`config.mk`:
```
export PLATFORM = sky130hd
export DESIGN_NAME = hs_parallel_port
export DESIGN_NICKNAME = d
export VERILOG_FILES = /design/src/rtl/hpp_pkg.sv /design/src/rtl/hpp_ctrl.sv /design/src/rtl/hpp_port_hs.sv /design/src/rtl/hpp_pc_mux.sv /design/src/rtl/hs_parallel_port.sv
export SDC_FILE = /design/constraint.sdc
export NUM_CORES = 1
export LEC_CHECK = 0
export BUFFER_PORTS_ARGS = -buffer_cell sky130_fd_sc_hd__buf_2
export CAP_MARGIN = 20
export CORE_MARGIN = 5
export CORE_UTILIZATION = 35
export CTS_CLUSTER_DIAMETER = 120
export DETAILED_ROUTE_END_ITERATION = 7
export PLACE_DENSITY = 0.55
export SLEW_MARGIN = 20
export SYNTH_ARGS = -nofsm -noshare
export SYNTH_HDL_FRONTEND = slang
export SYNTH_SLANG_ARGS = --single-unit
```
`constraint.sdc`:
```
create_clock -name clk -period 2.2 [get_ports clk]
set_clock_uncertainty 0.05 [all_clocks]
set_input_delay 0.11 -clock clk [delete_from_list [all_inputs] [get_ports clk]]
set_output_delay 0.11 -clock clk [all_outputs]
set_load 0.01 [all_outputs]
```
`src/rtl/hpp_pkg.sv`:
```
package hpp_pkg;

  localparam int unsigned PCW = 8;

  typedef enum logic [1:0] {
    SEL_A   = 2'd0,
    SEL_B   = 2'd1,
    SEL_C   = 2'd2,
    SEL_CTL = 2'd3
  } hpp_sel_e;

  typedef struct packed {
    logic a_hs;
    logic a_in;
    logic cu_in;
    logic b_hs;
    logic b_in;
    logic cl_in;
  } hpp_cfg_t;

  localparam hpp_cfg_t CFG_RESET = '{a_hs: 1'b0, a_in: 1'b1, cu_in: 1'b1,
                                     b_hs: 1'b0, b_in: 1'b1, cl_in: 1'b1};

  // Port C line roles in strobed operation
  localparam logic [2:0] PC_INTR_B = 3'd0;
  localparam logic [2:0] PC_FLAG_B = 3'd1;
  localparam logic [2:0] PC_STB_B  = 3'd2;
  localparam logic [2:0] PC_INTR_A = 3'd3;
  localparam logic [2:0] PC_STB_A  = 3'd4;
  localparam logic [2:0] PC_IBF_A  = 3'd5;
  localparam logic [2:0] PC_ACK_A  = 3'd6;
  localparam logic [2:0] PC_OBF_A  = 3'd7;

  function automatic hpp_cfg_t decode_mode(input logic [7:0] w);
    hpp_cfg_t c;
    c.a_hs  = (w[6:5] == 2'b01);
    c.a_in  = w[4];
    c.cu_in = w[3];
    c.b_hs  = w[2];
    c.b_in  = w[1];
    c.cl_in = w[0];
    return c;
  endfunction

endpackage

```
`src/rtl/hpp_ctrl.sv`:
```
module hpp_ctrl
  import hpp_pkg::*;
(
  input  logic           clk,
  input  logic           rst,
  input  logic           ctl_wr,
  input  logic           pc_wr,
  input  logic [7:0]     wdata,
  output hpp_cfg_t       cfg,
  output logic [PCW-1:0] pc_lat,
  output logic           inte_a,
  output logic           inte_b,
  output logic           mode_clr
);

  logic       bsr_wr;
  logic [2:0] bsr_idx;
  logic       bsr_val;
  logic       hit_a;
  logic       hit_b;

  assign mode_clr = ctl_wr & wdata[7];
  assign bsr_wr   = ctl_wr & ~wdata[7];
  assign bsr_idx  = wdata[3:1];
  assign bsr_val  = wdata[0];

  // The enable of a strobed port sits on its strobe/ack line position
  assign hit_a = cfg.a_hs && ((cfg.a_in  && bsr_idx == PC_STB_A) ||
                              (!cfg.a_in && bsr_idx == PC_ACK_A));
  assign hit_b = cfg.b_hs && (bsr_idx == PC_STB_B);

  always_ff @(posedge clk) begin
    if (rst) begin
      cfg    <= CFG_RESET;
      pc_lat <= '0;
      inte_a <= 1'b0;
      inte_b <= 1'b0;
    end else if (mode_clr) begin
      cfg    <= decode_mode(wdata);
      pc_lat <= '0;
      inte_a <= 1'b0;
      inte_b <= 1'b0;
    end else if (bsr_wr) begin
      if (hit_a)      inte_a <= bsr_val;
      else if (hit_b) inte_b <= bsr_val;
      else            pc_lat[bsr_idx] <= bsr_val;
    end else if (pc_wr) begin
      pc_lat <= wdata;
    end
  end

  // a bit command never alters the configuration
  p_bsr_keeps_cfg_r5: assert property (@(posedge clk) disable iff (rst)
    bsr_wr |=> $stable(cfg));

  // a bit command outside the enable positions touches only one latch bit
  p_bsr_one_bit_r5: assert property (@(posedge clk) disable iff (rst)
    (bsr_wr && !hit_a && !hit_b) |=> ($countones(pc_lat ^ $past(pc_lat)) <= 1));

  // a configuration word clears latch and enables
  p_mode_clears_r2: assert property (@(posedge clk) disable iff (rst)
    mode_clr |=> (pc_lat == '0 && !inte_a && !inte_b));

endmodule

```
`src/rtl/hpp_port_hs.sv`:
```
module hpp_port_hs #(
  parameter int DW = 8
) (
  input  logic          clk,
  input  logic          rst,
  input  logic          clr,
  input  logic          hs_en,
  input  logic          is_input,
  input  logic          inte,
  input  logic          stb_n,
  input  logic [DW-1:0] pin_in,
  input  logic          cpu_wr,
  input  logic          cpu_rd,
  input  logic [DW-1:0] wdata,
  output logic [DW-1:0] rd_val,
  output logic [DW-1:0] out_lat,
  output logic          full,
  output logic          intr
);

  logic          s_prev;
  logic          rd_tail;
  logic [DW-1:0] in_q;
  logic          hs_in;
  logic          hs_out;
  logic          rise;
  logic          low;

  assign hs_in  = hs_en & is_input;
  assign hs_out = hs_en & ~is_input;
  assign rise   = ~s_prev & stb_n;
  assign low    = ~stb_n;

  always_ff @(posedge clk) begin
    if (rst || clr) begin
      s_prev  <= 1'b1;
      rd_tail <= 1'b0;
      in_q    <= '0;
      out_lat <= '0;
      full    <= 1'b0;
      intr    <= 1'b0;
    end else begin
      s_prev  <= stb_n;
      rd_tail <= hs_in & cpu_rd;
      if (cpu_wr) out_lat <= wdata;
      if (hs_in) begin
        if (low) begin
          in_q <= pin_in;
          full <= 1'b1;
        end else if (rd_tail) begin
          full <= 1'b0;
        end
        if (rise && full && inte) intr <= 1'b1;
        else if (cpu_rd)          intr <= 1'b0;
      end else if (hs_out) begin
        if (cpu_wr) begin
          full <= 1'b1;
          intr <= 1'b0;
        end else begin
          if (low)          full <= 1'b0;
          if (rise && inte) intr <= 1'b1;
        end
      end
    end
  end

  assign rd_val = is_input ? (hs_en ? in_q : pin_in) : out_lat;

  // strobe low always leaves input-full set
  p_strobe_sets_full_r10: assert property (@(posedge clk) disable iff (rst)
    (hs_in && low && !clr) |=> full);

  // a read without a competing strobe release drops the request
  p_read_drops_intr_r11: assert property (@(posedge clk) disable iff (rst)
    (hs_in && cpu_rd && !rise && !clr) |=> !intr);

  // a port write marks the buffer full and withdraws the request
  p_write_fills_r12: assert property (@(posedge clk) disable iff (rst)
    (hs_out && cpu_wr && !clr) |=> (full && !intr));

  // acknowledge low without a write empties the buffer
  p_ack_empties_r12: assert property (@(posedge clk) disable iff (rst)
    (hs_out && low && !cpu_wr && !clr) |=> !full);

endmodule

```
`src/rtl/hpp_pc_mux.sv`:
```
module hpp_pc_mux
  import hpp_pkg::*;
(
  input  hpp_cfg_t       cfg,
  input  logic [PCW-1:0] pc_lat,
  input  logic [PCW-1:0] pc_in,
  input  logic           a_full,
  input  logic           a_intr,
  input  logic           inte_a,
  input  logic           b_full,
  input  logic           b_intr,
  input  logic           inte_b,
  output logic [PCW-1:0] pc_out,
  output logic [PCW-1:0] pc_oe,
  output logic [PCW-1:0] pc_rd
);

  localparam int unsigned HALF = PCW / 2;

  always_comb begin
    for (int i = 0; i < PCW; i++) begin
      pc_oe[i] = (i >= HALF) ? ~cfg.cu_in : ~cfg.cl_in;
    end
    pc_out = pc_lat;
    pc_rd  = (pc_oe & pc_lat) | (~pc_oe & pc_in);

    if (cfg.b_hs) begin
      pc_oe[PC_INTR_B]  = 1'b1;
      pc_out[PC_INTR_B] = b_intr;
      pc_rd[PC_INTR_B]  = b_intr;
      pc_oe[PC_FLAG_B]  = 1'b1;
      pc_out[PC_FLAG_B] = cfg.b_in ? b_full : ~b_full;
      pc_rd[PC_FLAG_B]  = cfg.b_in ? b_full : ~b_full;
      pc_oe[PC_STB_B]   = 1'b0;
      pc_out[PC_STB_B]  = pc_lat[PC_STB_B];
      pc_rd[PC_STB_B]   = inte_b;
    end

    if (cfg.a_hs) begin
      pc_oe[PC_INTR_A]  = 1'b1;
      pc_out[PC_INTR_A] = a_intr;
      pc_rd[PC_INTR_A]  = a_intr;
      if (cfg.a_in) begin
        pc_oe[PC_STB_A]  = 1'b0;
        pc_out[PC_STB_A] = pc_lat[PC_STB_A];
        pc_rd[PC_STB_A]  = inte_a;
        pc_oe[PC_IBF_A]  = 1'b1;
        pc_out[PC_IBF_A] = a_full;
        pc_rd[PC_IBF_A]  = a_full;
      end else begin
        pc_oe[PC_ACK_A]  = 1'b0;
        pc_out[PC_ACK_A] = pc_lat[PC_ACK_A];
        pc_rd[PC_ACK_A]  = inte_a;
        pc_oe[PC_OBF_A]  = 1'b1;
        pc_out[PC_OBF_A] = ~a_full;
        pc_rd[PC_OBF_A]  = ~a_full;
      end
    end
  end

endmodule

```
`src/rtl/hs_parallel_port.sv`:
```
module hs_parallel_port
  import hpp_pkg::*;
#(
  parameter int DW = 8
) (
  input  logic           clk,
  input  logic           rst,
  input  logic           bus_cs,
  input  logic           bus_rd,
  input  logic           bus_wr,
  input  logic [1:0]     bus_addr,
  input  logic [DW-1:0]  bus_wdata,
  output logic [DW-1:0]  bus_rdata,
  input  logic [DW-1:0]  pa_in,
  output logic [DW-1:0]  pa_out,
  output logic [DW-1:0]  pa_oe,
  input  logic [DW-1:0]  pb_in,
  output logic [DW-1:0]  pb_out,
  output logic [DW-1:0]  pb_oe,
  input  logic [PCW-1:0] pc_in,
  output logic [PCW-1:0] pc_out,
  output logic [PCW-1:0] pc_oe
);

  localparam int NPORT = 2;

  hpp_sel_e       sel;
  logic           wr_hit;
  logic           rd_hit;
  hpp_cfg_t       cfg;
  logic [PCW-1:0] pc_lat;
  logic [PCW-1:0] pc_rd;
  logic           inte_a;
  logic           inte_b;
  logic           mode_clr;

  logic [DW-1:0]  p_pin  [NPORT];
  logic [DW-1:0]  p_rdv  [NPORT];
  logic [DW-1:0]  p_lat  [NPORT];
  logic           p_full [NPORT];
  logic           p_intr [NPORT];
  logic           p_hs   [NPORT];
  logic           p_dir  [NPORT];
  logic           p_inte [NPORT];
  logic           p_stb  [NPORT];
  logic           p_wr   [NPORT];
  logic           p_rd   [NPORT];

  assign sel    = hpp_sel_e'(bus_addr);
  assign wr_hit = bus_cs & bus_wr;
  assign rd_hit = bus_cs & bus_rd;

  hpp_ctrl u_ctrl (
    .clk      (clk),
    .rst      (rst),
    .ctl_wr   (wr_hit && sel == SEL_CTL),
    .pc_wr    (wr_hit && sel == SEL_C),
    .wdata    (bus_wdata[7:0]),
    .cfg      (cfg),
    .pc_lat   (pc_lat),
    .inte_a   (inte_a),
    .inte_b   (inte_b),
    .mode_clr (mode_clr)
  );

  assign p_pin[0]  = pa_in;
  assign p_pin[1]  = pb_in;
  assign p_hs[0]   = cfg.a_hs;
  assign p_hs[1]   = cfg.b_hs;
  assign p_dir[0]  = cfg.a_in;
  assign p_dir[1]  = cfg.b_in;
  assign p_inte[0] = inte_a;
  assign p_inte[1] = inte_b;
  assign p_stb[0]  = cfg.a_in ? pc_in[PC_STB_A] : pc_in[PC_ACK_A];
  assign p_stb[1]  = pc_in[PC_STB_B];
  assign p_wr[0]   = wr_hit && sel == SEL_A;
  assign p_wr[1]   = wr_hit && sel == SEL_B;
  assign p_rd[0]   = rd_hit && sel == SEL_A;
  assign p_rd[1]   = rd_hit && sel == SEL_B;

  for (genvar g = 0; g < NPORT; g++) begin : g_port
    hpp_port_hs #(.DW(DW)) u_hs (
      .clk      (clk),
      .rst      (rst),
      .clr      (mode_clr),
      .hs_en    (p_hs[g]),
      .is_input (p_dir[g]),
      .inte     (p_inte[g]),
      .stb_n    (p_stb[g]),
      .pin_in   (p_pin[g]),
      .cpu_wr   (p_wr[g]),
      .cpu_rd   (p_rd[g]),
      .wdata    (bus_wdata),
      .rd_val   (p_rdv[g]),
      .out_lat  (p_lat[g]),
      .full     (p_full[g]),
      .intr     (p_intr[g])
    );
  end

  hpp_pc_mux u_pc_mux (
    .cfg    (cfg),
    .pc_lat (pc_lat),
    .pc_in  (pc_in),
    .a_full (p_full[0]),
    .a_intr (p_intr[0]),
    .inte_a (inte_a),
    .b_full (p_full[1]),
    .b_intr (p_intr[1]),
    .inte_b (inte_b),
    .pc_out (pc_out),
    .pc_oe  (pc_oe),
    .pc_rd  (pc_rd)
  );

  assign pa_out = p_lat[0];
  assign pb_out = p_lat[1];
  assign pa_oe  = {DW{~cfg.a_in}};
  assign pb_oe  = {DW{~cfg.b_in}};

  always_ff @(posedge clk) begin
    if (rst) begin
      bus_rdata <= '0;
    end else if (rd_hit) begin
      unique case (sel)
        SEL_A:   bus_rdata <= p_rdv[0];
        SEL_B:   bus_rdata <= p_rdv[1];
        SEL_C:   bus_rdata <= DW'(pc_rd);
        default: bus_rdata <= '0;
      endcase
    end
  end

  // control register reads back as zero
  p_ctl_reads_zero_r3: assert property (@(posedge clk) disable iff (rst)
    (rd_hit && sel == SEL_CTL) |=> (bus_rdata == '0));

  // read data holds between reads
  p_rdata_holds_r3: assert property (@(posedge clk) disable iff (rst)
    !rd_hit |=> $stable(bus_rdata));

endmodule

```
**Word level (Yosys, flattened, before mapping)**

Cells that the tools add are included.

- Output and inout bits: 56
- Input port bits: 39
- Word-level logic and storage cells: 153
- Flip-flop bits (word level): 64

- Order comparisons: 2
- Equal/unequal tests: 15
- Mux-type cells: 50
- Bitwise gates (word level): 28
- Reductions and logical operators: 36

Operators by type and width:

| cell | number |
|---|---|
| 8-bit two-way mux | 8 |
| 1-bit two-way mux | 27 |
| 8-bit case mux with 3 select lines | 1 |
| 3-bit AND reduction | 6 |
| 1-bit logical AND | 17 |
| 8-bit bitwise AND | 2 |
| 5-bit two-way mux | 3 |
| 2-bit two-way mux | 7 |
| 1-bit bitwise AND | 12 |
| 1-bit inverter | 12 |
| 3-bit by 2-bit inequality test with 1-bit output, second input constant | 3 |
| 8-bit bitwise mux | 1 |
| 8-bit inverter | 1 |
| 8-bit OR | 1 |
| 3-bit equality test, second input constant | 2 |
| 3-bit two-way mux | 2 |
| 3-bit inequality test, second input constant | 2 |
| 2-bit AND reduction | 3 |
| 2-bit nonzero test | 3 |
| 3-bit nonzero test | 2 |
| 2-bit by 1-bit equality test with 1-bit output, second input constant | 2 |
| 2-bit equality test, second input constant | 2 |
| 3-bit by 4-bit < comparator with 1-bit output, second input constant | 1 |
| 2-bit inequality test, second input constant | 2 |
| 8 further kinds | 9 |

**Logic depth before layout (Yosys ltp)**

- Depth in word-level cells: 8
- Mapped depth: 7
- Mapped depth without buffers: 4

**Cells and area by module**

A second synthesis with hierarchy kept.

- Cell total of the unflattened synthesis: 435
- Area, all modules: 3811.2 um^2

Modules (own cells, without submodules):

| module | area an instance (um^2) | times used | cells each | sequential area each (um^2) |
|---|---|---|---|---|
| hpp_port_hs | 967.2 | 2 | 105 | 400.4 |
| hpp_ctrl | 893.4 | 1 | 103 | 320.3 |
| hs_parallel_port | 651.9 | 1 | 74 | 160.2 |
| hpp_pc_mux | 331.6 | 1 | 48 | 0.0 |

**Worst setup path before layout**

Ideal clock, no wire load.

- Path type: flip-flop to flip-flop
- From: register u_ctrl.cfg[3] (netlist name)
- To: register bus_rdata[6]
- Library setup time: 0.134 ns
- Buffers on the path: 1
- Period minus slack after synthesis: 1.612 ns
- Data arrival time: 1.429 ns
- Cell stages (with the launch flop): 6
- Slack: 0.588 ns
- Required time: 2.016 ns
- Path through: dfxtp_1 -> clkbuf_1 -> mux2_2 -> mux2_2 -> a22oi_1 -> o22ai_1

- Cells in the longest elaborated chain, start to end: 7
- Elaborated cells on any way between the ends: 8
- Those cells by class: mux (3); bitwise (5)

RTL lines:

| element | line | RTL |
|---|---|---|
| 1-bit inverter (*) | n/a |  |
| 8-bit inverter | hpp_pc_mux.sv:25 | `pc_rd = (pc_oe & pc_lat) \| (~pc_oe & pc_in);` |
| 8-bit bitwise AND | hpp_pc_mux.sv:25 |  |
| 8-bit OR (*) | hpp_pc_mux.sv:25 |  |
| 2-bit two-way mux | hpp_pc_mux.sv:43 | `if (cfg.a_in) begin` |
| 5-bit two-way mux (*) | hpp_pc_mux.sv:39 | `if (cfg.a_hs) begin` |
| 8-bit case mux with 3 select lines (*) | hs_parallel_port.sv:125 | `unique case (sel)` |
| to (signal assigned) | hs_parallel_port.sv:126 | `SEL_A: bus_rdata <= p_rdv[0];` |
| to (signal assigned) | hs_parallel_port.sv:127 | `SEL_B: bus_rdata <= p_rdv[1];` |
| to (signal assigned) | hs_parallel_port.sv:128 | `SEL_C: bus_rdata <= DW'(pc_rd);` |
| to (decl) | hs_parallel_port.sv:13 | `output logic [DW-1:0] bus_rdata,` |

Mark *: on every way between the ends. The rest lies on a longest branch, timed or not.
A chain may end at the register's enable or synchronous reset.

**Final worst setup path**

- From: register u_ctrl.cfg[4] (netlist name)
- To: output pc_out[5]

- Cells in the longest elaborated chain, start to end: 2

RTL lines:

| element | line | RTL |
|---|---|---|
| 2-bit two-way mux | hpp_pc_mux.sv:43 |  |
| 5-bit two-way mux | hpp_pc_mux.sv:39 |  |
| to (decl) | hs_parallel_port.sv:21 | `output logic [PCW-1:0] pc_out,` |

Every way passes these cells.

==> metrics.csv <==
stage,metric,value,unit
drt,WL per Instance,16.7,um
clocking,CTS tree,built,
critical_path,critical path class,flop to output port,
floorplan,core area,10200,um^2
floorplan,Die Area,12500,um^2
logic_synthesis,Mapped Cells,461,
placed_design,IO buf count,94,
finish,layout net count,581,
floorplan,Initial Utilization,0.355,
global_routing,vias in the first global route,3369,
timing,fin worst setup slack,0.281,ns
drt,drt first pass iters,5,
clocking,# clock sinks,64,
finish,share of layout cells above drive strength 1,0.256,
clocking,CTS root buffer,clkbuf_8,
min_path,Hold WC Path Type,primary input to flop,
placed_design,GPL Wtd Cong,0.857,
critical_path,critical path buffer and inverter count,2,
logic_synthesis,count of cell types in the netlist,52,
placed_design,setup slack at placement,0.393,ns
run,max_cap viols,0,
global_routing,Total GRT Usage,0.181,
drt,vias post-DR,3560,
pwr,Peak VDD IR,0.279,mV
timing,Final period util,0.872,
timing,Final Critical Period,1.92,ns
timing,Tightest Pin Transition,0.526,ns
clocking,clk buf depth,2,
critical_path,CP cell instances,"buf_4, nand2_1, nand2_1, nand2_1, buf_2",
logic_synthesis,warning count from the yosys run,0,
global_routing,antenna violations before repair,0,
global_routing,global-route wire length before repair,18100,um
timing,RSZ-0062 raised after global routing,no,
critical_path,largest incremental delay on the critical path,0.50,ns
timing,Slew Limit Fails,0,
logic_synthesis,Area contributors post-synth,"dfxtp_1 (35%), mux2i_1 (8.9%), nand2_1 (7.0%)",
logic_synthesis,cell area after synthesis,3620,um^2
floorplan,Die Wd,112,um
finish,P&R area growth vs syn,23.5,%
floorplan,I/O pins,95,
finish,fill count,1070,
timing,setup_tns,0,ns
critical_path,startpoint types,flop,
logic_synthesis,sequential area share after synthesis,0.354,
logic_synthesis,Most used DFF post-synth,dfxtp_1,
drt,drt initial violations,194,
floorplan,Die Y,112,um
logic_synthesis,"FFs w/ async S/R, synth",0,
run_status,outcome,"finished, violations left",
timing,relative max-transition margin,0.640,
clocking,CTS buffer count,9,
run_status,failing checks,negative hold slack,
critical_path,Crit path max-delay family,simple AND/OR/NAND/NOR gates,
drt,DR DRC count,0,
clocking,worst skew pair latency,0.36,ns
timing,count of final setup violators,0,
critical_path,Crit path required time,2.04,ns
critical_path,Critical Path Fanout Max,17,
finish,antenna fix cells,0,
drt,final antenna-violating net count,0,
logic_synthesis,post-synth top area cell,dfxtp_1,
placed_design,dpl hpwl,8370,um
global_routing,total grt overflow,0,
logic_synthesis,top-area cell type share of the netlist area,0.354,
drt,via density per instance,5.21,
logic_synthesis,"Net Count, Synth",500,
drt,post-detailed-routing wire length,11400,um
critical_path,most frequent CP cell,nand2_1,
clocking,# resized after CTS,0,
clocking,Clock transition at path regs,0.07,ns
logic_synthesis,Mean Syn Cell Area,7.85,um^2
critical_path,element type at the critical path end,output port,
pwr,Leakage,1.91,nW
critical_path,CP arrival,1.76,ns
logic_synthesis,Synth Register Bits,64,
timing,WHS,-0.000584,ns
floorplan,floorplan row count,37,
pwr,Power Dens Cells,585,nW/um^2
logic_synthesis,Post-synth EDFFs,0,
timing,Final Hold Fails,1,
timing,Max Clock Freq,521,MHz
clocking,H-tree depth,3,
global_routing,largest net degree at the start of global routing,39,
critical_path,slowest cell on the critical path,dfxtp_1,
[power by group]
| group | switching (mW) | leakage [nW] | total (mW) | internal (mW) |
|---|---|---|---|---|
| clock network | 0.508 | 0.102 | 1.07 | 0.558 |
| registers | 0.0193 | 0.518 | 1.20 | 1.18 |
| logic | 0.204 | 1.29 | 0.348 | 0.144 |
[stage by stage]
| step | std cells | utilization | cell area, um^2 | total power [mW] |
|---|---|---|---|---|
| floorplan | 461 | - | 3620 | 1.42 |
| global placement | 651 | 0.403 | 4100 | 1.55 |
| detailed placement | 651 | 0.403 | 4100 | 1.55 |
| CTS | 683 | 0.439 | 4470 | 2.64 |
| global route | 683 | 0.439 | 4470 | 2.73 |
| finish | 683 | 0.439 | 4470 | 2.62 |
[cells in the final DEF, fill, tap and decap left out, drive strengths merged, types with 4 or more instances in the layout]
master / n
clkinv: 4
nand3: 17
a21oi: 49
dfxtp: 64
dlygate4sd3: 16
mux2i: 32
o21ai: 20
nand2: 67
clkbuf: 10
o211ai: 4
mux2: 5
a22oi: 11
nand2b: 5
a211oi: 13
inv: 12
nand3b: 7
nor2: 44
nand4b: 7
o22ai: 7
buf: 111
[state kept, by name, indices dropped and copies added (netlist names), 2 cells and up]
name                 cells
g_port.u_hs.full         2
u_ctrl.cfg               6
bus_rdata                8
g_port.u_hs.in_q        16
g_port.u_hs.rd_tail      2
g_port.u_hs.intr         2
g_port.u_hs.s_prev       2
g_port.u_hs.out_lat     16
u_ctrl.pc_lat            8
[cell type report]
type	instances	area, um^2	area share
timing repair buffer	127	783	0.175
clock inverter	6	68.8	0.0154
multi-input combinational	328	1980	0.444
tap	136	170	0.0381
inverter	12	45.0	0.0101
clock buffer	10	138	0.0308
sequential	64	1280	0.287
[routing by layer]
| layer | global-route usage | wire (um) |
|---|---|---|
| met5 | 0 | 0 |
| met4 | 0.0495 | 188 |
| met3 | 0.0408 | 598 |
| met2 | 0.285 | 5190 |
| met1 | 0.248 | 5400 |
[synth_stat cells (all sizes together), types with 3 or more instances]
master and instances:
nor2 44, a22oi 11, o21ai 20, inv 12, nand3 17, a211oi 13
dfxtp 64, nand2 67, o22ai 7, clkbuf 18, o211ai 4, nand4b 7
a21oi 49, mux2 5, buf 39, mux2i 32, nand3b 7, a221oi 3
nand2b 5, o221a 3, a31oi 3
[logic make-up after synthesis]
family / count (synthesis) / share of synthesized area
DFF: 64 / 0.354
buffers and inverters: 69 / 0.101
xor gates and xnor gates: 2 / 0.00484
muxes: 37 / 0.104
and+or+nand+nor: 163 / 0.212
AOI/OAI and AO/OA: 126 / 0.224
[what timing repair did]
| item | CTS | global route |
|---|---|---|
| setup buffers | 0 | 0 |
| hold buffers | 16 | 0 |
| hold endpoints to repair | 16 | 0 |
| endpoints found under the setup margin | 0 | 0 |
[worst paths after layout]
kind                              from                         to  slack, ns  cells after the start
min reg2reg  g_port[1].u_hs.out_lat[3]  g_port[1].u_hs.out_lat[3]       0.42                      2
max reg2reg              u_ctrl.cfg[4]     g_port[0].u_hs.rd_tail       0.39                      4
max                      u_ctrl.cfg[4]                  pc_out[5]       0.28                      5
min                           pc_in[2]      g_port[1].u_hs.s_prev    -0.0006                      2
No activity file was read; power rests on OpenSTA's default activity.
